--- src/rtl/frm_pkg.sv ---
`timescale 1ns/1ps
package frm_pkg;
  localparam int OP_W  = 8;
  localparam int CNT_W = 4;

  typedef enum logic [1:0] {M_HEAD, M_BODY, M_XFER} mode_e;

  // extra words that follow a head opcode
  function automatic logic [CNT_W-1:0] extra_words(input logic [OP_W-1:0] op);
    logic [CNT_W-1:0] n;
    n = '0;
    case (op[7:5])
      3'd0: n = (op == 8'h02) ? 4'd2 : 4'd0;
      3'd1: case (op[4:2])
              3'd0: n = 4'd3;  3'd1: n = 4'd6;
              3'd2: n = 4'd4;  3'd3: n = 4'd8;
              3'd4: n = 4'd5;  3'd5: n = 4'd8;
              3'd6: n = 4'd7;  default: n = 4'd11;
            endcase
      3'd2: case (op[4:2])
              3'd0: n = 4'd2;  3'd1: n = 4'd0;
              3'd5: n = 4'd0;  3'd6, 3'd7: n = 4'd4;
              default: n = 4'd3;
            endcase
      3'd3: case (op[4:2])
              3'd0: n = 4'd2;  3'd1: n = 4'd3;
              3'd2, 3'd4, 3'd6: n = 4'd1;
              default: n = 4'd2;
            endcase
      3'd4: n = (op == 8'h80) ? 4'd3 : 4'd0;
      3'd5: n = (op == 8'hA0) ? 4'd2 : 4'd0;
      3'd6: n = (op == 8'hC0) ? 4'd2 : 4'd0;
      default: n = '0;
    endcase
    return n;
  endfunction
endpackage

--- src/rtl/frm_op_decode.sv ---
`timescale 1ns/1ps
module frm_op_decode
  import frm_pkg::*;
(
  input  logic [OP_W-1:0]  op,
  output logic [CNT_W-1:0] extra,
  output logic             is_env,
  output logic             is_xfer,
  output logic             is_read,
  output logic             is_draw,
  output logic [2:0]       tex_word
);
  always_comb begin
    extra    = extra_words(op);
    is_env   = (op[7:3] == 5'b11100);
    is_read  = (op == 8'hC0);
    is_xfer  = (op == 8'hA0) || is_read;
    is_draw  = (op >= 8'h02) && (op <= 8'hBF);
    if ((op & 8'hF4) == 8'h24)      tex_word = 3'd4;
    else if ((op & 8'hF4) == 8'h34) tex_word = 3'd5;
    else                            tex_word = 3'd0;
  end
endmodule

--- src/rtl/frm_env_bank.sv ---
`timescale 1ns/1ps
module frm_env_bank #(
  parameter int DATA_W  = 32,
  parameter int N_ENV   = 8,
  parameter int TEX_W   = 9,
  parameter int ST_LO_W = 11,
  parameter int ST_HI_W = 2,
  localparam int SEL_W  = $clog2(N_ENV),
  localparam int ST_W   = ST_LO_W + ST_HI_W
) (
  input  logic                    clk,
  input  logic                    rst_n,
  input  logic                    wr_en,
  input  logic [SEL_W-1:0]        wr_sel,
  input  logic [DATA_W-1:0]       wr_data,
  input  logic                    tex_en,
  input  logic [TEX_W-1:0]        tex_val,
  output logic [N_ENV*DATA_W-1:0] env_flat,
  output logic [ST_W-1:0]         status
);
  localparam int TEX_REG = 1;
  localparam int ST_REG  = 6;

  for (genvar g = 0; g < N_ENV; g++) begin : g_reg
    logic [DATA_W-1:0] r_q;
    always_ff @(posedge clk) begin
      if (!rst_n)
        r_q <= '0;
      else if (wr_en && wr_sel == SEL_W'(g))
        r_q <= wr_data;
      else if (tex_en && g == TEX_REG)
        r_q[TEX_W-1:0] <= tex_val;
    end
    assign env_flat[g*DATA_W +: DATA_W] = r_q;
  end

  assign status = {env_flat[ST_REG*DATA_W +: ST_HI_W],
                   env_flat[TEX_REG*DATA_W +: ST_LO_W]};
endmodule

--- src/rtl/cmd_framer.sv ---
`timescale 1ns/1ps
module cmd_framer
  import frm_pkg::*;
#(
  parameter int DATA_W  = 32,
  parameter int N_ENV   = 8,
  parameter int TEX_W   = 9,
  parameter int ST_LO_W = 11,
  parameter int ST_HI_W = 2,
  localparam int SEL_W  = $clog2(N_ENV),
  localparam int ST_W   = ST_LO_W + ST_HI_W
) (
  input  logic                    clk,
  input  logic                    rst_n,
  input  logic                    in_valid,
  output logic                    in_ready,
  input  logic [DATA_W-1:0]       in_data,
  output logic                    pkt_valid,
  input  logic                    pkt_ready,
  output logic [DATA_W-1:0]       pkt_data,
  output logic                    pkt_last,
  output logic                    xfer_start,
  output logic                    xfer_read,
  output logic [DATA_W-1:0]       xfer_pos,
  output logic [DATA_W-1:0]       xfer_size,
  output logic                    fb_dirty,
  output logic [ST_W-1:0]         status,
  output logic [N_ENV*DATA_W-1:0] env_regs
);
  mode_e            mode_q;
  logic [CNT_W-1:0] remain_q, idx_q;
  logic [2:0]       tex_q;
  logic             read_q, start_q, dirty_q;
  logic [DATA_W-1:0] pos_q, size_q;

  logic [OP_W-1:0]  head_op;
  logic [CNT_W-1:0] d_extra;
  logic             d_env, d_xfer, d_read, d_draw;
  logic [2:0]       d_tex;
  logic             at_head, absorb, fwd, acc, env_we, tex_en;

  assign head_op = in_data[DATA_W-1 -: OP_W];

  frm_op_decode u_dec (
    .op(head_op), .extra(d_extra), .is_env(d_env), .is_xfer(d_xfer),
    .is_read(d_read), .is_draw(d_draw), .tex_word(d_tex)
  );

  always_comb begin
    at_head   = (mode_q == M_HEAD);
    absorb    = (at_head && (d_env || d_xfer)) || (mode_q == M_XFER);
    fwd       = !absorb;
    pkt_valid = fwd && in_valid;
    in_ready  = fwd ? pkt_ready : 1'b1;
    pkt_data  = in_data;
    pkt_last  = at_head ? (d_extra == '0) : (remain_q == CNT_W'(1));
    acc       = in_valid && in_ready;
    env_we    = acc && at_head && d_env;
    tex_en    = acc && (mode_q == M_BODY) && (tex_q != 3'd0) &&
                (idx_q == CNT_W'(tex_q));
  end

  always_ff @(posedge clk) begin
    if (!rst_n) begin
      mode_q   <= M_HEAD;
      remain_q <= '0;
      idx_q    <= '0;
      tex_q    <= '0;
      read_q   <= 1'b0;
      pos_q    <= '0;
      size_q   <= '0;
      start_q  <= 1'b0;
      dirty_q  <= 1'b0;
    end else begin
      dirty_q <= acc && at_head && d_draw;
      start_q <= acc && (mode_q == M_XFER) && (idx_q == CNT_W'(2));
      if (acc) begin
        case (mode_q)
          M_HEAD: begin
            idx_q <= CNT_W'(1);
            if (d_xfer) begin
              mode_q <= M_XFER;
              read_q <= d_read;
            end else if (!d_env && d_extra != '0) begin
              mode_q   <= M_BODY;
              remain_q <= d_extra;
              tex_q    <= d_tex;
            end
          end
          M_BODY: begin
            idx_q    <= idx_q + CNT_W'(1);
            remain_q <= remain_q - CNT_W'(1);
            if (remain_q == CNT_W'(1)) mode_q <= M_HEAD;
          end
          M_XFER: begin
            idx_q <= idx_q + CNT_W'(1);
            if (idx_q == CNT_W'(1)) begin
              pos_q <= in_data;
            end else begin
              size_q <= in_data;
              mode_q <= M_HEAD;
            end
          end
          default: mode_q <= M_HEAD;
        endcase
      end
    end
  end

  frm_env_bank #(
    .DATA_W(DATA_W), .N_ENV(N_ENV), .TEX_W(TEX_W),
    .ST_LO_W(ST_LO_W), .ST_HI_W(ST_HI_W)
  ) u_env (
    .clk(clk), .rst_n(rst_n), .wr_en(env_we), .wr_sel(head_op[SEL_W-1:0]),
    .wr_data(in_data), .tex_en(tex_en), .tex_val(in_data[TEX_W-1:0]),
    .env_flat(env_regs), .status(status)
  );

  assign xfer_start = start_q;
  assign xfer_read  = read_q;
  assign xfer_pos   = pos_q;
  assign xfer_size  = size_q;
  assign fb_dirty   = dirty_q;
endmodule

--- config.mk ---
export PLATFORM = sky130hd
export DESIGN_NAME = cmd_framer
export DESIGN_NICKNAME = d
export VERILOG_FILES = /design/src/rtl/frm_pkg.sv /design/src/rtl/frm_op_decode.sv /design/src/rtl/frm_env_bank.sv /design/src/rtl/cmd_framer.sv
export SDC_FILE = /design/constraint.sdc
export NUM_CORES = 1
export LEC_CHECK = 0
export ABC_AREA = 1
export BUFFER_PORTS_ARGS = -buffer_cell sky130_fd_sc_hd__buf_4
export CORE_AREA = 3 3 157 159
export CTS_CLUSTER_SIZE = 16
export DETAILED_ROUTE_END_ITERATION = 7
export DIE_AREA = 0 0 160 162
export GPL_TIMING_DRIVEN = 0
export PLACE_DENSITY = 0.82
export SETUP_SLACK_MARGIN = 0.05
export SYNTH_ARGS = -nofsm -noshare
export SYNTH_HDL_FRONTEND = slang
export SYNTH_SLANG_ARGS = --single-unit
--- constraint.sdc ---
create_clock -name clk -period 5.9 [get_ports clk]
set_clock_uncertainty 0.15 [all_clocks]
set_input_delay 1.475 -clock clk [delete_from_list [all_inputs] [get_ports clk]]
set_output_delay 1.475 -clock clk [all_outputs]
set_load 0.02 [all_outputs]
==> metrics, run 1 <==
Gate Count Post-Synth=1635; routed vias=roughly 13000; total wire length=48.6 mm; Final period util=between 80% and 90%; H-tree levels=2; Net Count, Synth=1680; ANT cells=0; type of element capturing the critical path=output pin; initial antenna violation count=0; kind of critical path=in2out; worst hold slack=0.290 ns; Worst EP required=4.28 ns; Hold Path Class=reg2reg; Hold-fix buffers, CTS=0; worst rel slew slack=~16%; Placer Congestion=0.937; DR vias/cell=about 5.6; detailed placement HPWL=approximately 34 mm; distinct cell type count after synthesis=31; clock sinks=335; antenna-violating nets left=0; Worst-Skew Late Latency=between 0.5 and 0.6 ns; crit start category=primary input; Avg Synthesized Cell Area=7.87 µm²; clock-pin slew on the worst setup and hold paths=0.06 ns; Post-Place Cells=between 2000 and 2500; total grt overflow=0; Fin. Hold Viols=0; maximum clock rate=207 MHz; # DRC=0; die area=~26000 µm²; first-pass GRT wire length=71.9 mm; register bit total from synthesis=335; # rows=56; max_cap viols=0; Max VDD drop=0.204 mV; Post-CTS Setup Bufs=0; Mapped Area=approximately 13000 µm²; vias in the first global route=roughly 12000; final cell count without fillers=2390; PnR worst setup slack=1.07 ns; Initial Util=55.0%; layout cells sized above 1=26.8%; Die Span X=between 150 and 200 µm; GR Util met3=9.08%; total track usage=a little over a third; Chip Height=162 µm; CTS max path bufs=3; clock root cell=clkbuf_16; largest net degree at the start of global routing=14; critical path peak fanout=10; unrepaired setup endpoints after global routing=no; pwr/cell area=277 nW/µm²; Area growth, synth to finish=34.1%; TritonCTS buffer count=35; register area share after synthesis=between 50 and 60%; data arrival time of the critical path=3.21 ns; commonest non-fill, non-tap cell in the layout=nand2_1; CTS tree=done; 1st-iter DRT viols=1097; num ports=407; setup violators final=0; outcome=complete, no violations; Avg WL per Cell=20.3 µm; post_cts resized=0; grt met1 use=40.9%; core area=23400 µm²; Post-layout nets=2095; Final TNS setup=0 ns; worst slew pin tran=1.25 ns; Setup WS pre-CTS=1.11 ns; Final min period=4.83 ns; synth warn=0; commonest cells after routing, fill and taps aside=485 x nand2_1, 436 x buf_4, 335 x dfxtp_1; M2 GR Usage=59.6%; Slew Limit Fails=0; drt pass-1 iters=5; P_leak=7.17 nW; Port Buffer Count=about 380; Most Used Layer, Global Route=met2
[final cells by class]
| class | instances | area, µm² |
|---|---|---|
| flip-flops and latches | 335 | 6710 |
| fillers | 1866 | 6140 |
| multi-input cells | 1065 | 4960 |
| repair buffers | 378 | 2840 |
| clock buffers | 54 | 1080 |
| plain buffers | 185 | 1010 |
| well taps | 319 | 399 |
| inverters | 50 | 190 |
| clock inverters | 4 | 73.8 |
[where the power goes]
group	switching [mW]	internal, mW
clock network	0.883	1.34
logic	0.214	0.0762
registers	0.00483	2.27
total	1.10	3.68
[synth_stat cells, drive strengths merged]
library cell	n	share of area, %
nand2	487	14
dfxtp	335	52
a21oi	278	11
buf	115	5.8
nor2	91	2.7
nand4	89	4.6
clkbuf	70	2.0
nand3	54	2.3
inv	48	1.4
o21a	25	1.5
o21ai	11	0.43
nand3b	10	0.58
ha	9	0.87
nor3	3	0.12
clkinv	2	0.058
nor4	2	0.097
xnor2	2	0.14
and3	1	0.049
o211ai	1	0.058
or2	1	0.049
xor2	1	0.068
[worst max-delay path, stage by stage]
cell and delay, ns:
buf_4 0.12, buf_2 0.20, nor2_1 0.29, nand2_1 0.09
nand3_1 0.10, nand2_1 0.06, nor2_1 0.20, nand4_1 0.26
o21ai_0 0.22, buf_4 0.21
[registers in the layout (all words and copies together), names as in the netlist]
name and flops:
mode_q 2, xfer_read 1, xfer_start 1, remain_q 4, u_env.g.r_q 256, xfer_size 32
xfer_pos 32, idx_q 4, fb_dirty 1, tex_q 2
[path summary, 6_finish.rpt]
path | from | endpoint | slack [ns] | cells after the start
worst min-delay path | u_env.g_reg[5].r_q[27] | u_env.g_reg[5].r_q[27] | 0.29 | 2
worst min register to register | u_env.g_reg[5].r_q[27] | u_env.g_reg[5].r_q[27] | 0.29 | 2
worst max-delay path | in_data[26] | pkt_last | 1.07 | 10
worst max register to register | mode_q[0] | u_env.g_reg[1].r_q[22] | 3.07 | 12
[metrics by stage]
stage               total power [mW]  area, µm²  util, %
finish                          4.78      17300     73.7
global route                    4.89      17300     73.7
CTS                             4.78      17300     73.7
detailed placement              2.60      16100     68.8
global placement                2.60      16100     68.8
floorplan                       2.49      12900        -
[per-layer routing]
metal / share of wire [%] / vias up
li1: - / 6144
met1: 36 / 6227
met2: 47 / 739
met3: 10 / 190
met4: 6.7 / 0
met5: 0 / -
[logic make-up after synthesis]
kind of cell | Yosys count | share of synthesized area, %
XOR/XNOR | 3 | 0.204
adder cells (fa/ha/maj) | 9 | 0.875
AND/OR/NAND/NOR | 738 | 24.7
flip-flops | 335 | 52.1
AO/OA/AOI/OAI | 315 | 12.8
buffers and inverters | 235 | 9.36
No activity file was read; power rests on OpenSTA's default activity.
==> run 2, diff against run 1 <==
--- a/config.mk
+++ b/config.mk
@@ -7,12 +7,12 @@
 export LEC_CHECK = 0
 export ABC_AREA = 1
 export BUFFER_PORTS_ARGS = -buffer_cell sky130_fd_sc_hd__buf_4
-export CORE_AREA = 3 3 157 159
+export CORE_AREA = 3 3 134 201
 export CTS_CLUSTER_SIZE = 16
 export DETAILED_ROUTE_END_ITERATION = 7
-export DIE_AREA = 0 0 160 162
+export DIE_AREA = 0 0 137 204
 export GPL_TIMING_DRIVEN = 0
-export PLACE_DENSITY = 0.82
+export PLACE_DENSITY = 0.76
 export SETUP_SLACK_MARGIN = 0.05
 export SYNTH_ARGS = -nofsm -noshare
 export SYNTH_HDL_FRONTEND = slang
==> constraint.sdc (replaced) <==
create_clock -name clk -period 4.8 [get_ports clk]
set_clock_uncertainty 0.15 [all_clocks]
set_input_delay 1.2 -clock clk [delete_from_list [all_inputs] [get_ports clk]]
set_output_delay 1.2 -clock clk [all_outputs]
set_load 0.02 [all_outputs]
==> run 2 against run 1 <==
Compared with the run above:
- worst setup slack got worse by 0.58 ns
- clock-buffer cell count decreased by 11
- total power increased by 18%
- sequential cell count did not move
- critical path type unchanged
==> metrics, run 2 (synthesis gave the netlist of run 1 again) <==
detailed placement HPWL=35.1 mm (+2.4%); Chip Height=204 µm (+26%); H-tree levels=1 (-1); TritonCTS buffer count=31 (-11%); Comb power frac=6.3% (+0.2 points); sw frac=23.6% (+0.60 points); max reg flops=256 (unchanged); Fin. Hold Viols=0 (unchanged); vias in the first global route=12400 (-0.86%); core area=25200 µm² (+7.8%); Initial Util=51.0% (-4.0 points); Die Span X=137 µm (-14%); CTS max path bufs=3 (unchanged); 1st-iter DRT viols=912 (-17%); Psw=1.33 mW (+21%); ANT cells=0 (unchanged); commonest cells after routing, fill and taps aside=485 x nand2_1, 436 x buf_4, 335 x dfxtp_1; # rows=71 (+27%); maximum clock rate=about 230 MHz; Worst EP required=3.45 ns (-0.83 ns); Hold-fix buffers, CTS=0 (unchanged); commonest non-fill, non-tap cell in the layout=nand2_1; pwr/cell area=329 nW/µm² (+19%); kind of critical path=in2out; CTS tree=done; Hold Path Class=reg2reg; worst slew pin tran=1.20 ns (-0.0571 ns); Avg WL per Cell=20.2 µm (-0.83%); layout cells sized above 1=26.7% (-0.11 points); drt pass-1 iters=5 (unchanged); clock root cell=clkbuf_16; Port Buffer Count=378 (unchanged); crit path buf inv count=3 (unchanged); crit start category=primary input; clock-pin slew on the worst setup and hold paths=0.07 ns (about the same); Slew Limit Fails=0 (unchanged); P_leak=7.11 nW (-0.82%); data arrival time of the critical path=2.96 ns (-0.25 ns); Area growth, synth to finish=33.1%; die area=27900 µm² (+7.8%); unrepaired setup endpoints after global routing=no; CP max stage delay=0.29 ns (about the same); critical path peak fanout=10 (unchanged); num ports=407 (unchanged); Crit-path slowest cell=nor2_1; Fill cells=2178 (+17%); total track usage=33.1% (-2.4 points); worst path cell trace=buf_4, buf_2, nor2_1, nand2_1, nand3_1, nand2_1, nor2_1, nand4_1, o21ai_0, buf_4; Internal Power=4.31 mW (+17%); worst hold slack=0.287 ns (-0.00280 ns); largest net degree at the start of global routing=15 (+1); first-pass GRT wire length=71.1 mm (-1.1%); sequential cell fraction of total power=49.5% (+2.0 points); type of element capturing the critical path=output pin; Clk pwr share=44.2% (-2.2 points); Post-CTS Setup Bufs=0 (unchanged); Post-layout nets=2091 (-0.19%); routed vias=13100 (-1.9%); Final TNS setup=0 ns (unchanged); clock sinks=335 (unchanged); antenna-violating nets left=0 (unchanged); total grt overflow=0 (unchanged); Worst-Skew Late Latency=0.55 ns (+0.04 ns); initial antenna violation count=0 (unchanged); Setup WS pre-CTS=0.561 ns (-0.547 ns); DR vias/cell=5.45 (-2.1%); worst rel slew slack=20.1% (+3.8 points); Max VDD drop=0.282 mV (+38%); max_cap viols=0 (unchanged); total wire length=48.4 mm (-0.58%); setup violators final=0 (unchanged); Final period util=89.7%; # DRC=0 (unchanged); total power=5.65 mW (+18%); PnR worst setup slack=0.493 ns (-0.576 ns); post_cts resized=0 (unchanged); Largest Register=u_env.g.r_q; Worst path top cell family by delay=simple AND/OR/NAND/NOR gates; outcome=complete, no violations; Final min period=4.31 ns; Placer Congestion=0.917 (-2.1%); Util after Layout=67.9% (-5.8 points)
[run 2: changes by cell type in the layout (fill, tap and decap cells not counted), sizes merged]
cell	previous run	this run
clkbuf	124	113
inv	49	48
clkinv	3	11
bufinv	2	3
[run 2: per-layer routing]
metal | track usage, % | vias to the layer above | part of all wire, %
met5 | 0 | - | 0
met4 | 16.4 | 0 | 5.9
met3 | 5.12 | 156 | 8.0
met2 | 58.3 | 628 | 50
met1 | 38.5 | 6125 | 36
li1 | - | 6141 | -
[run 2: worst reg2reg max path, stage by stage, from the launching register on]
cell	delay (ns)
dfxtp_1	0.33
inv_1	0.11
ha_1	0.17
clkbuf_1	0.39
inv_1	0.24
nand2_1	0.18
inv_2	0.06
nand3_4	0.18
nand4_1	0.22
inv_2	0.21
buf_2	0.33
nand2_1	0.09
a21oi_1	0.16
[run 2: cell type report]
type                    count  area, µm²  area share, %
well taps                 328        410           2.40
clock inverters            12        135          0.789
clock buffers              43        881           5.14
multi-input cells        1065       4960           28.9
flip-flops and latches    335       6710           39.1
repair buffers            378       2840           16.6
plain buffers             185       1010           5.92
inverters                  50        190           1.11
[run 2: metrics by stage]
stage / cell area (µm²) / instances
finish: 17100 / 2396
global route: 17100 / 2396
CTS: 17100 / 2396
detailed placement: 16100 / 2341
global placement: 16100 / 2341
floorplan: 12900 / 1635
[run 2: power groups by stage]
stage	Combinational, mW	Sequential [mW]	Clock (mW)
global route	0.376	2.79	2.61
detailed placement	0.348	2.85	0
finish	0.357	2.79	2.50
global placement	0.346	2.85	0
CTS	0.349	2.79	2.50
floorplan	0.205	2.86	0
[run 2: final timing paths]
kind / slack, ns / startpoint / depth (start not counted) / end
worst max-delay path: 0.49 / in_data[26] / 10 / pkt_last
worst min-delay path: 0.29 / u_env.g_reg[0].r_q[25] / 2 / u_env.g_reg[0].r_q[25]
worst max register to register: 1.90 / mode_q[0] / 12 / u_env.g_reg[2].r_q[18]
worst min register to register: 0.29 / u_env.g_reg[0].r_q[25] / 2 / u_env.g_reg[0].r_q[25]
==> run 3, diff against run 2 <==
--- a/config.mk
+++ b/config.mk
@@ -7,10 +7,10 @@
 export LEC_CHECK = 0
 export ABC_AREA = 1
 export BUFFER_PORTS_ARGS = -buffer_cell sky130_fd_sc_hd__buf_4
-export CORE_AREA = 3 3 134 201
+export CORE_AREA = 3 3 117 231
 export CTS_CLUSTER_SIZE = 16
 export DETAILED_ROUTE_END_ITERATION = 7
-export DIE_AREA = 0 0 137 204
+export DIE_AREA = 0 0 120 234
 export GPL_TIMING_DRIVEN = 0
 export PLACE_DENSITY = 0.76
 export SETUP_SLACK_MARGIN = 0.05
==> run 3 against run 2 <==
Compared with the run above:
- final area hardly changed
- worst setup slack worse by 0.17 ns
- wire length grew 1.9%
- non-clock buffer count stayed put
- die area up 0.47%
- via count is essentially flat
- global-route usage rose by 0.43 points
- sequential power hardly changed
- critical path depth stayed put
==> metrics, run 3 (synthesis gave the netlist of run 1 again) <==
layout cells sized above 1=26.7% (-0.032 points); ANT cells=0 (unchanged); first-pass GRT wire length=72.3 mm (+1.6%); Crit-path slowest cell=nor2_1; Avg WL per Cell=20.5 µm (+1.8%); crit path buf inv count=3 (unchanged); Levels on crit path=10 (unchanged); Final min period=4.48 ns (+0.168 ns); Internal Power=4.32 mW (+0.26%); sw frac=23.4% (-0.19 points); CTS max path bufs=3 (unchanged); Area growth, synth to finish=33.2% (about the same); setup violators final=0 (unchanged); Final TNS setup=0 ns (unchanged); unrepaired setup endpoints after global routing=no; max reg flops=256 (unchanged); maximum clock rate=223 MHz (-3.8%); Worst path top cell family by delay=simple AND/OR/NAND/NOR gates; CTS tree=done; Worst-Skew Late Latency=0.55 ns (about the same); Hold-fix buffers, CTS=0 (unchanged); detailed placement HPWL=36.2 mm (+3.2%); FF-to-FF path depth=12 (unchanged); metal1 wirelength=17.0 mm (-2.7%); Slew Limit Fails=0 (unchanged); Port Buffer Count=378 (unchanged); Fin. Hold Viols=0 (unchanged); kind of critical path=in2out; outcome=complete, no violations; drt pass-1 iters=5 (unchanged); worst slew pin tran=1.37 ns (+0.174 ns); commonest non-fill, non-tap cell in the layout=nand2_1; Placer Congestion=0.910 (-0.75%); Chip Height=234 µm (+15%); CP max stage delay=0.35 ns (+0.06 ns); # rows=82 (+15%); core area=25300 µm² (+0.45%); HP Start=u_env.g_reg[0].r_q[26]; total power=5.65 mW (about the same); Worst R2R End=u_env.g_reg[2].r_q[19]; Post-Place Cells=2349 (+0.34%); # DRC=0 (unchanged); largest net degree at the start of global routing=17 (+2); final cell count without fillers=2399 (+0.13%); Post-CTS Setup Bufs=0 (unchanged); DR vias/cell=5.44 (-0.19%); total track usage=33.5% (+0.43 points); die area=28100 µm² (+0.47%); routed vias=13000 (-0.061%); P_leak=7.10 nW (-0.20%); Hold Path Class=reg2reg; TritonCTS buffer count=28 (-9.7%); worst path cell trace=buf_4, buf_2, nor2_1, nand2_1, nand3_1, nand2_1, nor2_1, nand4_1, o21ai_0, buf_4; antenna-violating nets left=0 (unchanged); met2 wire len=25.7 mm (+6.3%); Largest Register=u_env.g.r_q; worst rel slew slack=8.57% (-12 points); sequential cell fraction of total power=49.4% (about the same); Initial Util=50.8% (-0.23 points); initial antenna violation count=0 (unchanged); vias in the first global route=12300 (-0.60%); clock sinks=335 (unchanged); Clk pwr share=44.2% (about the same); FF-to-FF setup slack=2.09 ns (+0.19 ns); num ports=407 (unchanged); max_cap viols=0 (unchanged); Comb power frac=6.4% (about the same); post_cts resized=0 (unchanged); max layer used=met4; critical path peak fanout=10 (unchanged); crit start category=primary input; commonest cells after routing, fill and taps aside=485 x nand2_1, 436 x buf_4, 335 x dfxtp_1; Die Span X=120 µm (-12%); CP startpoint=in_data[26]; DR WL met3=3.31 mm (-15%); H-tree levels=1 (unchanged); data arrival time of the critical path=3.13 ns (+0.17 ns); type of element capturing the critical path=output pin; Psw=1.32 mW (-0.81%); Final period util=93.2% (+3.5 points); clock root cell=clkbuf_16; total grt overflow=0 (unchanged); Max VDD drop=0.435 mV (+54%); clock-pin slew on the worst setup and hold paths=0.07 ns (about the same); 1st-iter DRT viols=1100 (+21%); critical path endpoint=pkt_last; total wire length=49.3 mm (+1.9%); Worst EP required=3.45 ns (about the same); Post-layout nets=2088 (-0.14%); pwr/cell area=329 nW/µm² (about the same); Critical R2R Launch=mode_q[0]
run 3: cell types whose count changed in the layout (fill, tap and decap cells not counted):
cell and delta:
clkbuf_1 -3, clkbuf_8 +2, clkinvlp_4 +1, inv_6 +1
clkinv_2 -7, clkbuf_16 -2, bufinv_16 +1, clkinv_4 +2
run 3: final cells by class:
class	instances	area (µm²)
timing repair buffer	378	2840
clock inverter	10	164
buffer	185	1010
inverter	50	190
fill	2203	8200
multi-input combinational	1065	4960
tap	336	420
clock buffer	40	847
sequential	335	6710
run 3: metal layers:
metal	track usage [%]	vias up
met3	4.22	154
li1	-	6138
met1	36.2	6129
met2	62.0	621
met4	19.5	0
met5	0	-
run 3: power groups by stage:
| stage | logic (mW) | registers [mW] | clock network [mW] |
|---|---|---|---|
| 5_1_grt | 0.380 | 2.79 | 2.61 |
| 6_report | 0.362 | 2.79 | 2.49 |
| 2_1_floorplan | 0.205 | 2.86 | 0 |
| 3_3_place_gp | 0.352 | 2.85 | 0 |
| 4_1_cts | 0.356 | 2.79 | 2.50 |
| 3_5_place_dp | 0.355 | 2.85 | 0 |
run 3: worst min-delay path by stage:
stage / endpoint / slack [ns] / depth (start not counted)
5_1_grt: u_env.g_reg[5].r_q[28] / 0.31 / 2
2_1_floorplan: tex_q[2] / 0.29 / 2
3_3_place_gp: u_env.g_reg[0].r_q[25] / 0.28 / 2
4_1_cts: u_env.g_reg[0].r_q[26] / 0.29 / 2
3_5_place_dp: u_env.g_reg[0].r_q[26] / 0.28 / 2
6_report: u_env.g_reg[0].r_q[26] / 0.29 / 2
run 3: per-stage QoR:
stage,area (µm²),utilization (%),hold slack (ns),worst slack (ns)
finish,17100,67.6,0.287,0.325
global route,17100,67.6,0.306,0.189
CTS,17100,67.6,0.289,0.385
detailed placement,16100,63.6,0.277,0.403
global placement,16100,63.6,0.276,0.380
floorplan,12900,-,0.289,1.06
run 3: tightest hold or removal path, stage by stage, from the launching register on:
cell and delay [ns]:
dfxtp_1 0.31, nand2_1 0.06, nor2_1 0.03
